==> config.mk <==
export PLATFORM = sky130hd
export DESIGN_NAME = cs_tx_sequencer
export DESIGN_NICKNAME = d
export VERILOG_FILES = /design/src/rtl/cs_seq_pkg.sv /design/src/rtl/cs_word_select.sv /design/src/rtl/cs_bit_shifter.sv /design/src/rtl/cs_seq_ctrl.sv /design/src/rtl/cs_tx_sequencer.sv
export SDC_FILE = /design/constraint.sdc
export NUM_CORES = 1
export LEC_CHECK = 0
export ABC_CLOCK_PERIOD_IN_PS = 2450
export BUFFER_PORTS_ARGS = -buffer_cell sky130_fd_sc_hd__buf_2
export CAP_MARGIN = 0
export CORE_UTILIZATION = 47
export DETAILED_ROUTE_END_ITERATION = 10
export MAX_ROUTING_LAYER = met4
export PLACE_DENSITY = 0.82
export SLEW_MARGIN = 20
export SYNTH_ARGS = -nofsm -noshare
export SYNTH_HDL_FRONTEND = slang
export SYNTH_SLANG_ARGS = --single-unit
==> constraint.sdc <==
create_clock -name clk -period 2.45 [get_ports clk]
set_input_delay 0.245 -clock clk [delete_from_list [all_inputs] [get_ports clk]]
set_output_delay 0.245 -clock clk [all_outputs]
set_load 0.01 [all_outputs]
==> src/rtl/cs_seq_pkg.sv <==
package cs_seq_pkg;
  localparam int unsigned CS_WORD_W    = 32;
  localparam int unsigned CS_NUM_WORDS = 6;

  // Shifter command issued by the controller each cycle.
  typedef struct packed {
    logic load;
    logic shift;
  } shift_cmd_t;
endpackage

==> src/rtl/cs_word_select.sv <==
module cs_word_select #(
  parameter int unsigned WORD_W    = 32,
  parameter int unsigned NUM_WORDS = 6,
  localparam int unsigned IDX_W    = (NUM_WORDS > 1) ? $clog2(NUM_WORDS) : 1
) (
  input  logic [NUM_WORDS*WORD_W-1:0] words_flat,
  input  logic [IDX_W-1:0]            sel,
  output logic [WORD_W-1:0]           word
);
  logic [WORD_W-1:0] slot [NUM_WORDS];

  for (genvar g = 0; g < NUM_WORDS; g++) begin : g_slot
    assign slot[g] = words_flat[g*WORD_W +: WORD_W];
  end

  always_comb begin
    word = '0;
    for (int i = 0; i < NUM_WORDS; i++) begin
      if (sel == IDX_W'(i)) word = slot[i];
    end
  end
endmodule

==> src/rtl/cs_bit_shifter.sv <==
module cs_bit_shifter
  import cs_seq_pkg::*;
#(
  parameter int unsigned WORD_W = 32
) (
  input  logic              clk,
  input  logic              rst_n,
  input  shift_cmd_t        cmd,
  input  logic [WORD_W-1:0] load_word,
  output logic              lsb
);
  logic [WORD_W-1:0] sh_q, sh_d;
  logic              sh_en;

  always_comb begin
    sh_en = cmd.load | cmd.shift;
    sh_d  = sh_q;
    if (cmd.load)       sh_d = load_word;
    else if (cmd.shift) sh_d = {1'b0, sh_q[WORD_W-1:1]};
  end

  always_ff @(posedge clk or negedge rst_n) begin
    if (!rst_n)     sh_q <= '0;
    else if (sh_en) sh_q <= sh_d;
  end

  assign lsb = sh_q[0];

  // bits leave least significant first
  a_r3_shift_lsb_first: assert property (@(posedge clk) disable iff (!rst_n)
    (cmd.shift && !cmd.load) |=> (sh_q == ($past(sh_q) >> 1)));
  // the word in force at copy time is captured
  a_r9_load_captures: assert property (@(posedge clk) disable iff (!rst_n)
    cmd.load |=> (sh_q == $past(load_word)));
  // without a command the held word is untouched by host writes
  a_r9_hold_stable: assert property (@(posedge clk) disable iff (!rst_n)
    (!cmd.load && !cmd.shift) |=> $stable(sh_q));
endmodule

==> src/rtl/cs_seq_ctrl.sv <==
module cs_seq_ctrl
  import cs_seq_pkg::*;
#(
  parameter int unsigned WORD_W    = 32,
  parameter int unsigned NUM_WORDS = 6,
  localparam int unsigned IDX_W    = (NUM_WORDS > 1) ? $clog2(NUM_WORDS) : 1,
  localparam int unsigned BIT_W    = $clog2(WORD_W)
) (
  input  logic             clk,
  input  logic             rst_n,
  input  logic             tx_en,
  input  logic             cs_en,
  input  logic             frame_end,
  input  logic             block_start,
  output shift_cmd_t       cmd,
  output logic [IDX_W-1:0] sel,
  output logic             running,
  output logic             busy
);
  localparam logic [IDX_W-1:0] LAST_IDX = IDX_W'(NUM_WORDS - 1);
  localparam logic [BIT_W-1:0] LAST_BIT = BIT_W'(WORD_W - 1);

  logic [IDX_W-1:0] idx_q, idx_d, idx_inc;
  logic [BIT_W-1:0] bit_q, bit_d;
  logic             run_q, run_d;
  logic             busy_q, busy_d;
  logic             active, start, stop, adv, upd;

  always_comb begin
    active  = tx_en & cs_en;
    start   = block_start & active;
    stop    = frame_end & ~active;
    adv     = frame_end & active & run_q;
    upd     = start | stop | adv;
    idx_inc = idx_q + IDX_W'(1);

    idx_d     = idx_q;
    bit_d     = bit_q;
    run_d     = run_q;
    busy_d    = busy_q;
    cmd       = '0;
    sel       = idx_inc;

    if (start) begin
      run_d    = 1'b1;
      busy_d   = 1'b1;
      idx_d    = '0;
      bit_d    = '0;
      cmd.load = 1'b1;
      sel      = '0;
    end else if (stop) begin
      run_d  = 1'b0;
      busy_d = 1'b0;
    end else if (adv) begin
      if (bit_q == LAST_BIT) begin
        bit_d = '0;
        if (idx_q == LAST_IDX) begin
          run_d = 1'b0;
        end else begin
          idx_d    = idx_inc;
          cmd.load = 1'b1;
          if (idx_inc == LAST_IDX) busy_d = 1'b0;
        end
      end else begin
        bit_d     = bit_q + BIT_W'(1);
        cmd.shift = 1'b1;
      end
    end
  end

  always_ff @(posedge clk or negedge rst_n) begin
    if (!rst_n) begin
      idx_q  <= '0;
      bit_q  <= '0;
      run_q  <= 1'b0;
      busy_q <= 1'b0;
    end else if (upd) begin
      idx_q  <= idx_d;
      bit_q  <= bit_d;
      run_q  <= run_d;
      busy_q <= busy_d;
    end
  end

  assign running = run_q;
  assign busy    = busy_q;

  // an accepted start always lands on word 0, bit 0
  a_r2_start_first_word: assert property (@(posedge clk) disable iff (!rst_n)
    (block_start && tx_en && cs_en) |=> (busy_q && run_q && idx_q == '0 && bit_q == '0));
  // a frame end with an enable low ends the block
  a_r8_stop_on_frame: assert property (@(posedge clk) disable iff (!rst_n)
    (frame_end && !(tx_en && cs_en)) |=> (!busy_q && !run_q));
  // busy only inside a running block
  a_r4_busy_in_block: assert property (@(posedge clk) disable iff (!rst_n)
    busy_q |-> run_q);
  // busy falls only when the last word was copied or the block stopped
  a_r4_busy_fall_point: assert property (@(posedge clk) disable iff (!rst_n)
    $fell(busy_q) |-> (idx_q == LAST_IDX || !run_q));
  // idle persists until an accepted start
  a_r5_idle_hold: assert property (@(posedge clk) disable iff (!rst_n)
    (!run_q && !(block_start && tx_en && cs_en)) |=> !run_q);
  // load and shift never coincide
  a_r3_cmd_exclusive: assert property (@(posedge clk) disable iff (!rst_n)
    cmd.load |-> !cmd.shift);
endmodule

==> src/rtl/cs_tx_sequencer.sv <==
module cs_tx_sequencer
  import cs_seq_pkg::*;
#(
  parameter int unsigned WORD_W    = CS_WORD_W,
  parameter int unsigned NUM_WORDS = CS_NUM_WORDS,
  localparam int unsigned IDX_W    = (NUM_WORDS > 1) ? $clog2(NUM_WORDS) : 1,
  localparam int unsigned BLOCK_W  = NUM_WORDS * WORD_W
) (
  input  logic               clk,
  input  logic               rst_n,
  input  logic               tx_en,
  input  logic               cs_en,
  input  logic               frame_end,
  input  logic               block_start,
  input  logic [BLOCK_W-1:0] cs_words,
  output logic               cs_bit,
  output logic               busy
);
  shift_cmd_t        cmd;
  logic [IDX_W-1:0]  sel;
  logic [WORD_W-1:0] word;
  logic              running;
  logic              lsb;

  cs_seq_ctrl #(.WORD_W(WORD_W), .NUM_WORDS(NUM_WORDS)) u_ctrl (
    .clk(clk), .rst_n(rst_n), .tx_en(tx_en), .cs_en(cs_en),
    .frame_end(frame_end), .block_start(block_start),
    .cmd(cmd), .sel(sel), .running(running), .busy(busy)
  );

  cs_word_select #(.WORD_W(WORD_W), .NUM_WORDS(NUM_WORDS)) u_sel (
    .words_flat(cs_words), .sel(sel), .word(word)
  );

  cs_bit_shifter #(.WORD_W(WORD_W)) u_shift (
    .clk(clk), .rst_n(rst_n), .cmd(cmd), .load_word(word), .lsb(lsb)
  );

  // mute and R5 silence outside a block
  assign cs_bit = cs_en & running & lsb;

  // busy and output quiet while in reset
  always_comb begin
    if (!rst_n) a_r1_reset_quiet: assert (!busy && !cs_bit);
  end
endmodule

Yosys cells after proc, flatten, opt, wreduce, memory -nomap -nowiden
Index checks and enable logic that the tools add are counted.
{"block": "word_totals", "word_cells": 78, "rom_bits": 0, "ram_bits": 0, "output_inout_bits": 2, "reg_bits": 42, "in_bits": 198, "latchBits": 0, "memories": 0}
{"block": "op_classes", "reduce_logical": 13, "muxes": 36, "add_sub_neg": 2, "n_eq_ne": 11, "mul": 0, "shifts": 0, "bitwise": 11, "n_lt_le_gt_ge": 0, "div_mod_pow": 0}
{"operator": "32-bit 2-to-1 mux", "n": 8}
{"operator": "5-bit 2-to-1 mux", "n": 4}
{"operator": "3-bit 2-to-1 mux", "n": 6}
{"operator": "1-bit 2-to-1 mux", "n": 16}
{"operator": "3-bit equality test, second input constant", "n": 4}
{"operator": "3-bit nonzero test", "n": 4}
{"operator": "5-bit AND reduction", "n": 2}
{"operator": "1-bit AND", "n": 7}
{"operator": "3-bit by 2-bit equality test with 1-bit output, second input constant", "n": 2}
{"operator": "2-bit nonzero test", "n": 3}
{"operator": "5-bit by 1-bit adder with 5-bit output, second input constant", "n": 1}
{"operator": "5-bit equality test, second input constant", "n": 1}
{"operator": "2-bit 2-to-1 mux", "n": 2}
{"operator": "2-bit by 1-bit inequality test with 1-bit output, second input constant", "n": 2}
{"operator": "4-bit AND reduction", "n": 1}
{"operator": "3-bit by 1-bit adder with 3-bit output, second input constant", "n": 1}
{"operator": "3-bit by 1-bit equality test with 1-bit output, second input constant", "n": 1}
{"operator": "3-bit logical NOT", "n": 1}
{"operator": "3-bit by 1-bit inequality test with 1-bit output, second input constant", "n": 1}
{"operator": "1-bit bitwise OR", "n": 3}
{"operator": "3-bit AND reduction", "n": 1}
{"operator": "2-bit AND reduction", "n": 1}
{"operator": "1-bit NOT", "n": 1}

Depth between registers and ports, before layout
Gate-level depths: netlist (run 1).
{"block": "depth", "word_depth": 11, "mapped_depth": 11, "mapped_depth_nobuf": 8}

Cells and area by module
Synthesis (run 1) repeated with hierarchy kept, for this count alone.
{"block": "hier_totals", "cells_unflattened": 410, "area_unflattened_um2": 4101.4}
{"mod": "cs_word_select", "area_per_inst_um2": 1913.1, "seq_area_each_um2": 0.0, "cells_per_inst": 198, "n_inst": 1}
{"mod": "cs_bit_shifter", "area_per_inst_um2": 1506.4, "seq_area_each_um2": 800.8, "cells_per_inst": 138, "n_inst": 1}
{"mod": "cs_seq_ctrl", "area_per_inst_um2": 675.6, "seq_area_each_um2": 250.2, "cells_per_inst": 73, "n_inst": 1}
{"mod": "cs_tx_sequencer", "area_per_inst_um2": 6.3, "seq_area_each_um2": 0.0, "cells_per_inst": 1, "n_inst": 1}

Worst setup path after synthesis (run 1)
Ideal clock, no wire load.
{"block": "synth_path", "path_type": "flip-flop to flip-flop", "from": "register u_ctrl.idx_q[0]", "to": "register u_shift.sh_q[0]", "period_less_slack_ns": 2.199, "arrival_time_ns": 2.073, "t_required_ns": 2.324, "setup_ns": 0.126, "path_buffers": 3, "slack_ns": 0.251, "stages_incl_launch_ff": 11, "path_cell_list": "dfrtp_1 clkbuf_1 inv_2 ha_1 buf_2 buf_2 mux2i_1 nor4_1 a41oi_1 a31oi_1 a221o_1"}
{"block": "synth_via", "elab_chain_cells": 10, "word_cells_on_any_way": 24, "cone_classes": "add/sub (1); eq/ne (6); mux (13); bitwise (1); reduce/logical (3)"}
{"element": "from (decl)", "line_no": "cs_seq_ctrl.sv:23", "source": "logic [IDX_W-1:0] idx_q, idx_d, idx_inc;"}
{"element": "from (signal assigned)", "line_no": "cs_seq_ctrl.sv:78", "source": "idx_q <= idx_d;"}
{"element": "3-bit by 1-bit adder with 3-bit output", "line_no": "cs_seq_ctrl.sv:35", "source": "idx_inc = idx_q + IDX_W'(1);"}
{"element": "3-bit 2-to-1 mux", "line_no": "cs_seq_ctrl.sv:44", "source": "if (start) begin"}
{"element": "3-bit logical NOT", "line_no": "cs_word_select.sv:19", "source": "if (sel == IDX_W'(i)) word = slot[i];"}
{"element": "32-bit 2-to-1 mux (6 in series)", "line_no": "cs_word_select.sv:19"}
{"element": "32-bit 2-to-1 mux", "line_no": "cs_bit_shifter.sv:18", "source": "if (cmd.load) sh_d = load_word;"}
{"element": "to (signal assigned)", "line_no": "cs_bit_shifter.sv:23", "source": "if (!rst_n) sh_q <= '0;"}
{"element": "to (signal assigned)", "line_no": "cs_bit_shifter.sv:24", "source": "else if (sh_en) sh_q <= sh_d;"}
{"element": "to (decl)", "line_no": "cs_bit_shifter.sv:12", "source": "logic [WORD_W-1:0] sh_q, sh_d;"}
Parallel ways exist; a longest one is shown, timed or not.
A chain may end at the register's enable or synchronous reset.

Worst setup path in the final report (run 1)
{"block": "layout_path", "from": "register u_ctrl.idx_q[0]", "to": "register u_shift.sh_q[4]"}
The elaborated chain is that of the path after synthesis.

==> reports/metrics.csv, run 1 <==
metric,value,unit
finalCritPeriodShare,0.952,
area_growth,31.9,%
num_rows,33,
post-cts-setup-buffer-count,0,
cp.arrival,2.53,ns
synth_area,4050,µm²
max-cap-violations,0,
grt_pass1_wl,23.1,mm
cts.sinks,42,
synth-edff-count,0,
drive_gt1_frac,0.384,
total_power,2.22,mW
switching_share,0.280,
wl,15.4,mm
wl_per_cell,20.4,µm
async_reset_ff_frac,1.00,
hpwl,11.0,mm
ir_worst_vdd,0.214,mV
core_area,8300,µm²
initialDrtViolationCount,609,
violations,hold timing,
grt_max_degree,71,
status,"finished, violations left",
fmax,0.429,GHz
pin_count,200,
critPathSlowestCell,dfrtp_2,
path_buf_inv,2,
p_seq_frac,0.415,
dieArea,9000,µm²
path_class,flop to flop,
ctsHoldBuffers,0,
path_cells,"inv_2, ha_2, buf_16, mux2i_1, nor4_1, a41oi_1, a31oi_1, a221o_1",
die_h,94.8,µm
num_vias,5094,
first_pass_iters,5,
via_per_inst,6.76,
synth_cells,478,
clock_skew,0.0114,ns
max_stage_delay,0.41,ns
worstPathRequired,2.65,ns
worst_slew_pin_slew,0.714,ns
setup_viol,0,
layout.nets,850,
antenna_found_initial,0,
drc,0,
grt.total_usage,0.343,
ys_ff_latch,42,
tritoncts,yes,
synth_nets,681,
root_buffer,clkbuf_8,
n_antenna_cell,0,
tns,0,ns
yosysUniqueCellTypes,50,
drtAntennaViolNets,0,
worst_skew_pair.late_latency,0.30,ns
yosysSeqAreaShare,0.259,
hold_class,primary input to async pin,
avgSynthCellArea,8.48,µm²
intPower,1.60,mW
p_clk_frac,0.312,
switchingPower,0.623,mW
period_minus_slack,2.33,ns
htree_levels,2,
final_util,0.644,
timing.hold.ws,-0.0122,ns
finalMaxSlewViolations,0,
powerDensity,416,nW/µm²
cpLargestDelayFamily,compound AO/OA/AOI/OAI gates,
synth-main-ff-cell,dfrtp_1,
die_w,94.8,µm
p_leak,2.25,nW
slew_headroom,0.524,
worstSetupEndpointType,flop,
ys_warn_count,0,
fin_ws,0.119,ns
cp_max_fo,35,
start_util,0.488,
hold_viol_final,20,
gr-total-overflow,0,
critPathLaunchType,flop,
pre_cts_ws,-0.0149,ns
rsz0062_at_grt,yes,
place.gp.congestion,0.891,
p_comb_frac,0.273,
path_clk_slew,0.09,ns
cts_max_path_buffers,2,
port_buffers,199,
cts_made_buffers,5,
grt_pass1_vias,4636,
[timing repair]
item                                    in CTS  in global routing
endpoints found under the hold margin        0                  0
endpoints found under the setup margin       1                 11
resized for setup                            1                  6
gates cloned                                 0                  1
[synth_stat cells, types with 2 or more instances]
cell       instances  area share
o21ai_0           27       0.033
o211ai_1          23       0.043
o21ai_1            5      0.0062
a2111oi_0          6       0.013
mux2i_1           32       0.079
buf_1              2      0.0019
a22oi_1            7       0.013
o2bb2ai_1          6       0.013
inv_1              3      0.0028
a41oi_1           23       0.050
nand2_1           41       0.038
clkbuf_1          36       0.033
a21oi_1           13       0.016
buf_4              6       0.011
ha_1               5       0.015
o22ai_1            2      0.0031
a31oi_1           24       0.037
nor3_1             6      0.0074
a221o_1           24       0.059
nor2_1             9      0.0083
o22a_1             6       0.013
a211o_1            6       0.013
buf_2             19       0.023
a22o_1            46       0.099
nand3_1            5      0.0062
or3_1              2      0.0031
and3_1             6      0.0093
dfrtp_1           42        0.26
nor4_1            25       0.039
[metal layers]
metal  up-vias  global-route usage  part of all wire  wire (µm)
li1       2297                   -                 -          -
met1      2396               0.456              0.41       6250
met2       352               0.539              0.47       7240
met3        49              0.0499             0.096       1470
met4         0               0.102             0.026        401
met5         -                   -                 0          0
[cell type report]
cell class                 count  area (µm²)
clock buffer                   6        82.6
clock inverter                 2        60.1
fill                         729        2960
inverter                       4        15.0
multi-input combinational    369        2750
sequential                    42        1050
tap                          105         131
timing repair buffer         225        1250
[registers in the layout, indices dropped and copies added, names as in the netlist]
signal,cells
u_ctrl.bit_q,5
u_ctrl.busy,1
u_ctrl.idx_q,3
u_ctrl.running,1
u_shift.sh_q,32
[power by group through the flow]
stage          Sequential, mW  Combinational (mW)  Clock, mW
6_report                0.922               0.607      0.695
5_1_grt                 0.931               0.658      0.717
4_1_cts                 0.916               0.598      0.691
3_5_place_dp            0.928               0.594          0
3_3_place_gp            0.922               0.580          0
2_1_floorplan           0.892               0.347          0
[path summary, 6_finish.rpt]
check	start	end	slack [ns]	cells past startpoint
setup / recovery	u_ctrl.idx_q[0]	u_shift.sh_q[4]	0.12	8
hold / removal	rst_n	u_shift.sh_q[12]	-0.01	1
setup reg to reg	u_ctrl.idx_q[0]	u_shift.sh_q[4]	0.12	8
hold reg to reg	u_ctrl.busy	u_ctrl.busy	0.50	1
max in group asynchronous	rst_n	u_shift.sh_q[20]	1.79	2
min in group clk	cs_words[173]	u_shift.sh_q[13]	0.16	2
[metrics by stage]
step / area, µm² / cells
3_5_place_dp: 5140 / 744
5_1_grt: 5340 / 753
4_1_cts: 5290 / 752
2_1_floorplan: 4050 / 478
6_report: 5340 / 753
3_3_place_gp: 5140 / 744
[cell usage in the layout, fill, tap and decap left out, drive strengths merged, types with 4 or more instances in the layout]
master | synthesis | routed
inv | 4 | 4
clkbuf | 36 | 7
nor4 | 26 | 26
o2bb2ai | 6 | 6
nand3 | 6 | 6
a2111oi | 6 | 6
nor3 | 8 | 8
a22o | 46 | 46
and3 | 6 | 6
a22oi | 7 | 7
nand2 | 41 | 41
o211ai | 23 | 23
nor2 | 10 | 10
buf | 27 | 224
a31oi | 24 | 24
a41oi | 23 | 23
a21oi | 13 | 13
dfrtp | 42 | 42
a211o | 6 | 6
o22a | 6 | 6
o21ai | 32 | 32
ha | 5 | 5
a221o | 24 | 24
mux2i | 32 | 32
[cells by family after synthesis]
| kind of cell | count (synthesis) | share of synthesized area |
|---|---|---|
| AO/OA/AOI/OAI | 224 | 0.424 |
| AND/OR/NAND/NOR | 104 | 0.133 |
| buffers and inverters | 67 | 0.0735 |
| flip-flops | 42 | 0.259 |
| multiplexers | 32 | 0.0791 |
| adder cells (fa/ha/maj) | 5 | 0.0154 |
| XOR/XNOR | 4 | 0.0151 |
No activity file was read; power rests on OpenSTA's default activity.
==> run 2: changes to the inputs <==
- CELL_PAD_IN_SITES_DETAIL_PLACEMENT: default -> 0
- CELL_PAD_IN_SITES_GLOBAL_PLACEMENT: default -> 1
- CORE_UTILIZATION: 47 -> 33
- GPL_ROUTABILITY_DRIVEN: default -> 1
- PLACE_DENSITY: 0.82 -> default
- PLACE_DENSITY_LB_ADDON: default -> 0.1
==> run 2 against run 1 <==
  * The flow now finishes without violations
  * Critical path depth decreased by 2
  * Combinational power grew 0.7%
  * Setup slack lost 0.018 ns
  * Flip-flop and latch count did not move
  * Sequential power is essentially flat
  * Maximum frequency shrank 0.78%
  * Worst hold slack better by 0.17 ns
  * Critical endpoint is now u_shift.sh_q[27]
  * Largest cell class unchanged
  * Largest power group unchanged
==> reports/metrics.csv, run 2 (same netlist as run 1, synthesis figures left out) <==
metric,value,unit,change
finalCritPeriodShare,0.959,,was 0.952
path_clk_slew,0.06,ns,was 0.09 ns
area_growth,36.0,%,was 31.9%
cp.arrival,2.57,ns,was 2.53 ns
cts_made_buffers,5,,unchanged
worstSetupEndpointType,flop,,unchanged
switching_share,0.280,,about the same
wl,16.4,mm,was 15.4 mm
r2r_setup_slack,0.10,ns,was 0.12 ns
worst_slew_pin_slew,0.714,ns,about the same
drive_gt1_frac,0.392,,was 0.384
final_cell_mix,"buf_2 (199), a22o_1 (46), nand2_1 (41), dfrtp_1 (41), mux2i_1 (32)",,unchanged
tns,0,ns,unchanged
place.gp.congestion,0.874,,was 0.891
p_seq_frac,0.406,,was 0.415
p_clk_frac,0.325,,was 0.312
drc,0,,unchanged
rsz0062_at_grt,no,,was yes
hold_class,primary input to flop,,was primary input to async pin
clock_skew,0.00568,ns,was 0.0114 ns
p_comb_frac,0.269,,was 0.273
core_area,12000,µm²,was 8300 µm²
antenna_found_initial,1,,was 0
fillers,1220,,was 729
gr-total-overflow,0,,unchanged
die_w,113,µm,was 94.8 µm
slew_headroom,0.522,,was 0.524
cts_max_path_buffers,2,,unchanged
num_vias,4853,,was 5094
switchingPower,0.636,mW,was 0.623 mW
wl_per_cell,20.4,µm,about the same
powerDensity,412,nW/µm²,was 416 nW/µm²
path_class,flop to flop,,unchanged
grt_pass1_vias,4658,,was 4636
ir_worst_vdd,0.235,mV,was 0.214 mV
hold_viol_final,0,,was 20
grt.total_usage,0.264,,was 0.343
initialDrtViolationCount,467,,was 609
die_h,113,µm,was 94.8 µm
p_leak,2.31,nW,was 2.25 nW
max-cap-violations,0,,unchanged
dieArea,12700,µm²,was 9000 µm²
period_minus_slack,2.35,ns,was 2.33 ns
worstPathRequired,2.67,ns,was 2.65 ns
fin_cells,806,,was 753
grt_max_degree,45,,was 71
num_rows,40,,was 33
intPower,1.64,mW,was 1.60 mW
mostFrequentLayoutCell,buf_2,,unchanged
pin_count,200,,unchanged
port_buffers,199,,unchanged
fmax,0.426,GHz,was 0.429 GHz
regMostFlops,u_shift.sh_q,,unchanged
drtAntennaViolNets,0,,unchanged
status,completed,,"was finished, violations left"
critPathLaunchType,flop,,unchanged
post-cts-setup-buffer-count,0,,unchanged
tritoncts,yes,,unchanged
layout.nets,860,,was 850
via_per_inst,6.02,,was 6.76
finalMaxSlewViolations,0,,unchanged
grt_pass1_wl,25.2,mm,was 23.1 mm
first_pass_iters,7,,was 5
hpwl,12.3,mm,was 11.0 mm
largest_registers,"u_shift.sh_q (32), u_ctrl.bit_q (5), u_ctrl.idx_q (3)",,unchanged
worst_skew_pair.late_latency,0.29,ns,was 0.30 ns
start_util,0.337,,was 0.488
root_buffer,clkbuf_16,,was clkbuf_8
setup_viol,0,,unchanged
cts.sinks,42,,unchanged
dpl.cell_count,796,,was 744
cp_max_fo,18,,was 35
largest_reg_flops,32,,unchanged
htree_levels,2,,unchanged
==> run 2: cell types whose count changed in the layout (fill, tap and decap cells not counted), moves of 3 or more <==
cell / delta
buf_12: +3
buf_4: +7
clkbuf_16: +4
clkbuf_8: -3
==> run 2: timing repair <==
item                       4_1_cts  5_1_grt
resized for setup                1        4
hold endpoints to repair        16        0
hold buffers                     1        0
setup endpoints to repair       30        7
==> run 2: worst max-delay path, cell delays in order, from the launching register on <==
cell,delay (ns)
dfrtp_2,0.44
inv_2,0.07
ha_2,0.31
or3_1,0.44
nor3_4,0.57
buf_8,0.26
a221o_1,0.17
==> run 2: stage by stage <==
step / hold WS (ns) / power [mW] / utilization / setup slack (ns) / instance area (µm²)
floorplan: -0.0506 / 1.24 / - / 0.251 / 4050
global placement: 0.199 / 1.52 / 0.440 / -0.215 / 5290
finish: 0.157 / 2.27 / 0.459 / 0.100 / 5510
global route: 0.177 / 2.39 / 0.459 / 0.0257 / 5510
detailed placement: 0.199 / 1.54 / 0.441 / -0.375 / 5300
CTS: 0.158 / 2.29 / 0.456 / 0.0327 / 5480
==> run 2: path summary, 6_finish.rpt <==
check / depth (start not counted) / from / to
worst max register to register: 6 / u_ctrl.idx_q[0] / u_shift.sh_q[27]
worst max-delay path: 6 / u_ctrl.idx_q[0] / u_shift.sh_q[27]
worst min register to register: 1 / u_ctrl.busy / u_ctrl.busy
worst min-delay path: 2 / cs_words[173] / u_shift.sh_q[13]
min in group asynchronous: 2 / rst_n / u_shift.sh_q[30]
max in group asynchronous: 3 / rst_n / u_shift.sh_q[2]
==> run 2: cell type report <==
cell class / count / area (µm²) / share of cell area
Multi-Input combinational cell: 369 / 2750 / 0.499
Timing Repair Buffer: 235 / 1340 / 0.243
Sequential cell: 42 / 1050 / 0.191
Tap cell: 147 / 184 / 0.0334
Clock buffer: 8 / 166 / 0.0302
Inverter: 4 / 15.0 / 0.00272
Antenna cell: 1 / 2.50 / 0.000454
==> run 2: power by group through the flow <==
stage                     combinational [mW]  sequential (mW)  clock (mW)
final                                  0.611            0.921       0.739
after global routing                   0.673            0.935       0.779
after CTS                              0.613            0.917       0.756
after detailed placement               0.611            0.925           0
after global placement                 0.596            0.926           0
after floorplan                        0.347            0.892           0
==> run 2: layer usage <==
layer  vias up  GRT usage  part of all wire
li1       2317          -                 -
met1      2272      0.361              0.46
met2       242      0.391              0.44
met3        22     0.0466             0.077
met4         0     0.0889             0.025
met5         -          -                 0
==> run 3: changes to the inputs <==
- REMOVE_ABC_BUFFERS: default -> 1
==> run 3 against run 2 <==
  * Via count is 0.72% lower
  * Clock skew is 0.00079 ns higher
  * Register-to-register slack better by 0.10 ns
  * Count of clock-buffer cells in the layout is 1 lower
  * Maximum frequency is 4.6% higher
  * Critical path depth is 3 higher
  * Cell count is 0.12% higher
  * Global-route usage is 0.69 points lower
  * Wire length is 4.7% lower
  * Critical endpoint is now u_shift.sh_q[15]
  * Highest routed layer unchanged
==> reports/metrics.csv, run 3 (same netlist as run 1, synthesis figures left out) <==
metric,value,unit,change
status,completed,,unchanged
area_growth,35.8,%,was 36.0%
max_stage_delay,0.43,ns,was 0.57 ns
cp.arrival,2.41,ns,was 2.57 ns
drc,0,,unchanged
path_clk_slew,0.07,ns,was 0.06 ns
tns,0,ns,unchanged
wl,15.7,mm,was 16.4 mm
hp-start,cs_words[173],,unchanged
num_rows,40,,unchanged
path_buf_inv,1,,was 2
critPathSlowestCell,dfrtp_1,,was nor3_4
antenna_found_initial,1,,unchanged
port_buffers,199,,unchanged
cpLargestDelayFamily,compound AO/OA/AOI/OAI gates,,was simple AND/OR/NAND/NOR gates
final_cell_mix,"buf_2 (199), a22o_1 (46), nand2_1 (41), dfrtp_1 (41), mux2i_1 (32)",,unchanged
period_minus_slack,2.25,ns,was 2.35 ns
cts_made_buffers,5,,unchanged
layout.nets,861,,was 860
largest_reg_flops,32,,unchanged
finalCritPeriodShare,0.917,,was 0.959
die_h,113,µm,unchanged
regMostFlops,u_shift.sh_q,,unchanged
critPathLaunchType,flop,,unchanged
mostFrequentLayoutCell,buf_2,,unchanged
p_leak,2.30,nW,was 2.31 nW
largest_registers,"u_shift.sh_q (32), u_ctrl.bit_q (5), u_ctrl.idx_q (3)",,unchanged
cts.sinks,42,,unchanged
dieArea,12700,µm²,unchanged
setup_viol,0,,unchanged
via_per_inst,5.97,,was 6.02
pre_cts_ws,0.102,ns,was -0.375 ns
tritoncts,yes,,unchanged
rsz0062_at_grt,no,,unchanged
gr-total-overflow,0,,unchanged
grt_max_degree,43,,was 45
grt.total_usage,0.257,,was 0.264
slew_headroom,0.522,,about the same
num_vias,4818,,was 4853
worstPathRequired,2.62,ns,was 2.67 ns
worst_skew_pair.late_latency,0.28,ns,was 0.29 ns
r2r-start,u_ctrl.bit_q[0],,was u_ctrl.idx_q[0]
drive_gt1_frac,0.392,,about the same
crit_path_start,u_ctrl.bit_q[0],,was u_ctrl.idx_q[0]
htree_levels,2,,unchanged
drtAntennaViolNets,0,,unchanged
worst_slew_pin_slew,0.715,ns,was 0.714 ns
die_w,113,µm,unchanged
wl_per_cell,19.4,µm,was 20.4 µm
fin_cells,807,,was 806
first_pass_iters,7,,unchanged
grt_pass1_vias,4901,,was 4658
fmax,0.445,GHz,was 0.426 GHz
cp_max_fo,21,,was 18
path_cells,"ha_1, and3_1, ha_2, nand3_2, nand2_1, buf_4, a22oi_1, o221ai_1, a221o_1",,"was inv_2, ha_2, or3_1, nor3_4, buf_8, a221o_1"
pin_count,200,,unchanged
fin_ws,0.204,ns,was 0.100 ns
ir_worst_vdd,0.284,mV,was 0.235 mV
worstSetupEndpointType,flop,,unchanged
grt_pass1_wl,25.2,mm,about the same
hold_viol_final,0,,unchanged
dpl.cell_count,797,,was 796
finalMaxSlewViolations,0,,unchanged
hpwl,11.2,mm,was 12.3 mm
core_area,12000,µm²,unchanged
start_util,0.337,,unchanged
cts_max_path_buffers,2,,unchanged
initialDrtViolationCount,316,,was 467
hold_class,primary input to flop,,unchanged
clock_skew,0.00647,ns,was 0.00568 ns
max-cap-violations,0,,unchanged
place.gp.congestion,0.800,,was 0.874
root_buffer,clkbuf_16,,unchanged
path_class,flop to flop,,unchanged
powerDensity,399,nW/µm²,was 412 nW/µm²
run 3: where the power goes:
group | switching [mW] | internal [mW] | leakage [nW]
clock network | 0.281 | 0.405 | 0.0739
logic | 0.236 | 0.357 | 1.70
registers | 0.104 | 0.813 | 0.531
total | 0.622 | 1.58 | 2.30
run 3: per-stage QoR:
step / instance area [µm²] / power [mW] / hold slack [ns] / util
floorplan: 3770 / 1.23 / -0.0506 / -
global placement: 5320 / 1.50 / 0.158 / 0.443
detailed placement: 5320 / 1.52 / 0.159 / 0.443
CTS: 5480 / 2.22 / 0.169 / 0.456
global route: 5500 / 2.32 / 0.173 / 0.458
finish: 5500 / 2.20 / 0.176 / 0.458
run 3: repair_timing:
item                                    CTS  global route
gates resized for setup                   0             5
endpoints found under the setup margin    0             7
hold buffers                              1             0
setup buffers                             0             0
hold endpoints to repair                 12             0
run 3: layout make-up:
cell class,count,area [µm²]
well taps,147,184
flip-flops and latches,42,1050
multi-input cells,369,2760
fillers,1243,6510
inverters,4,15.0
repair buffers,236,1340
clock buffers,7,143
clock inverters,1,5.00
diodes,1,2.50
run 3: worst paths after layout:
path	cells past startpoint	slack, ns	endpoint
max	9	0.20	u_shift.sh_q[15]
min	2	0.18	u_shift.sh_q[13]
max reg2reg	9	0.20	u_shift.sh_q[15]
min reg2reg	1	0.51	u_ctrl.busy
max in group asynchronous	3	1.29	u_shift.sh_q[7]
min in group asynchronous	2	0.39	u_shift.sh_q[1]
run 3: routing by layer:
| metal | part of all wire | GRT usage | up-vias |
|---|---|---|---|
| met5 | 0 | - | - |
| met4 | 0.0085 | 0.0480 | 0 |
| met3 | 0.054 | 0.0257 | 11 |
| met2 | 0.49 | 0.439 | 167 |
| met1 | 0.45 | 0.331 | 2317 |
| li1 | - | - | 2323 |
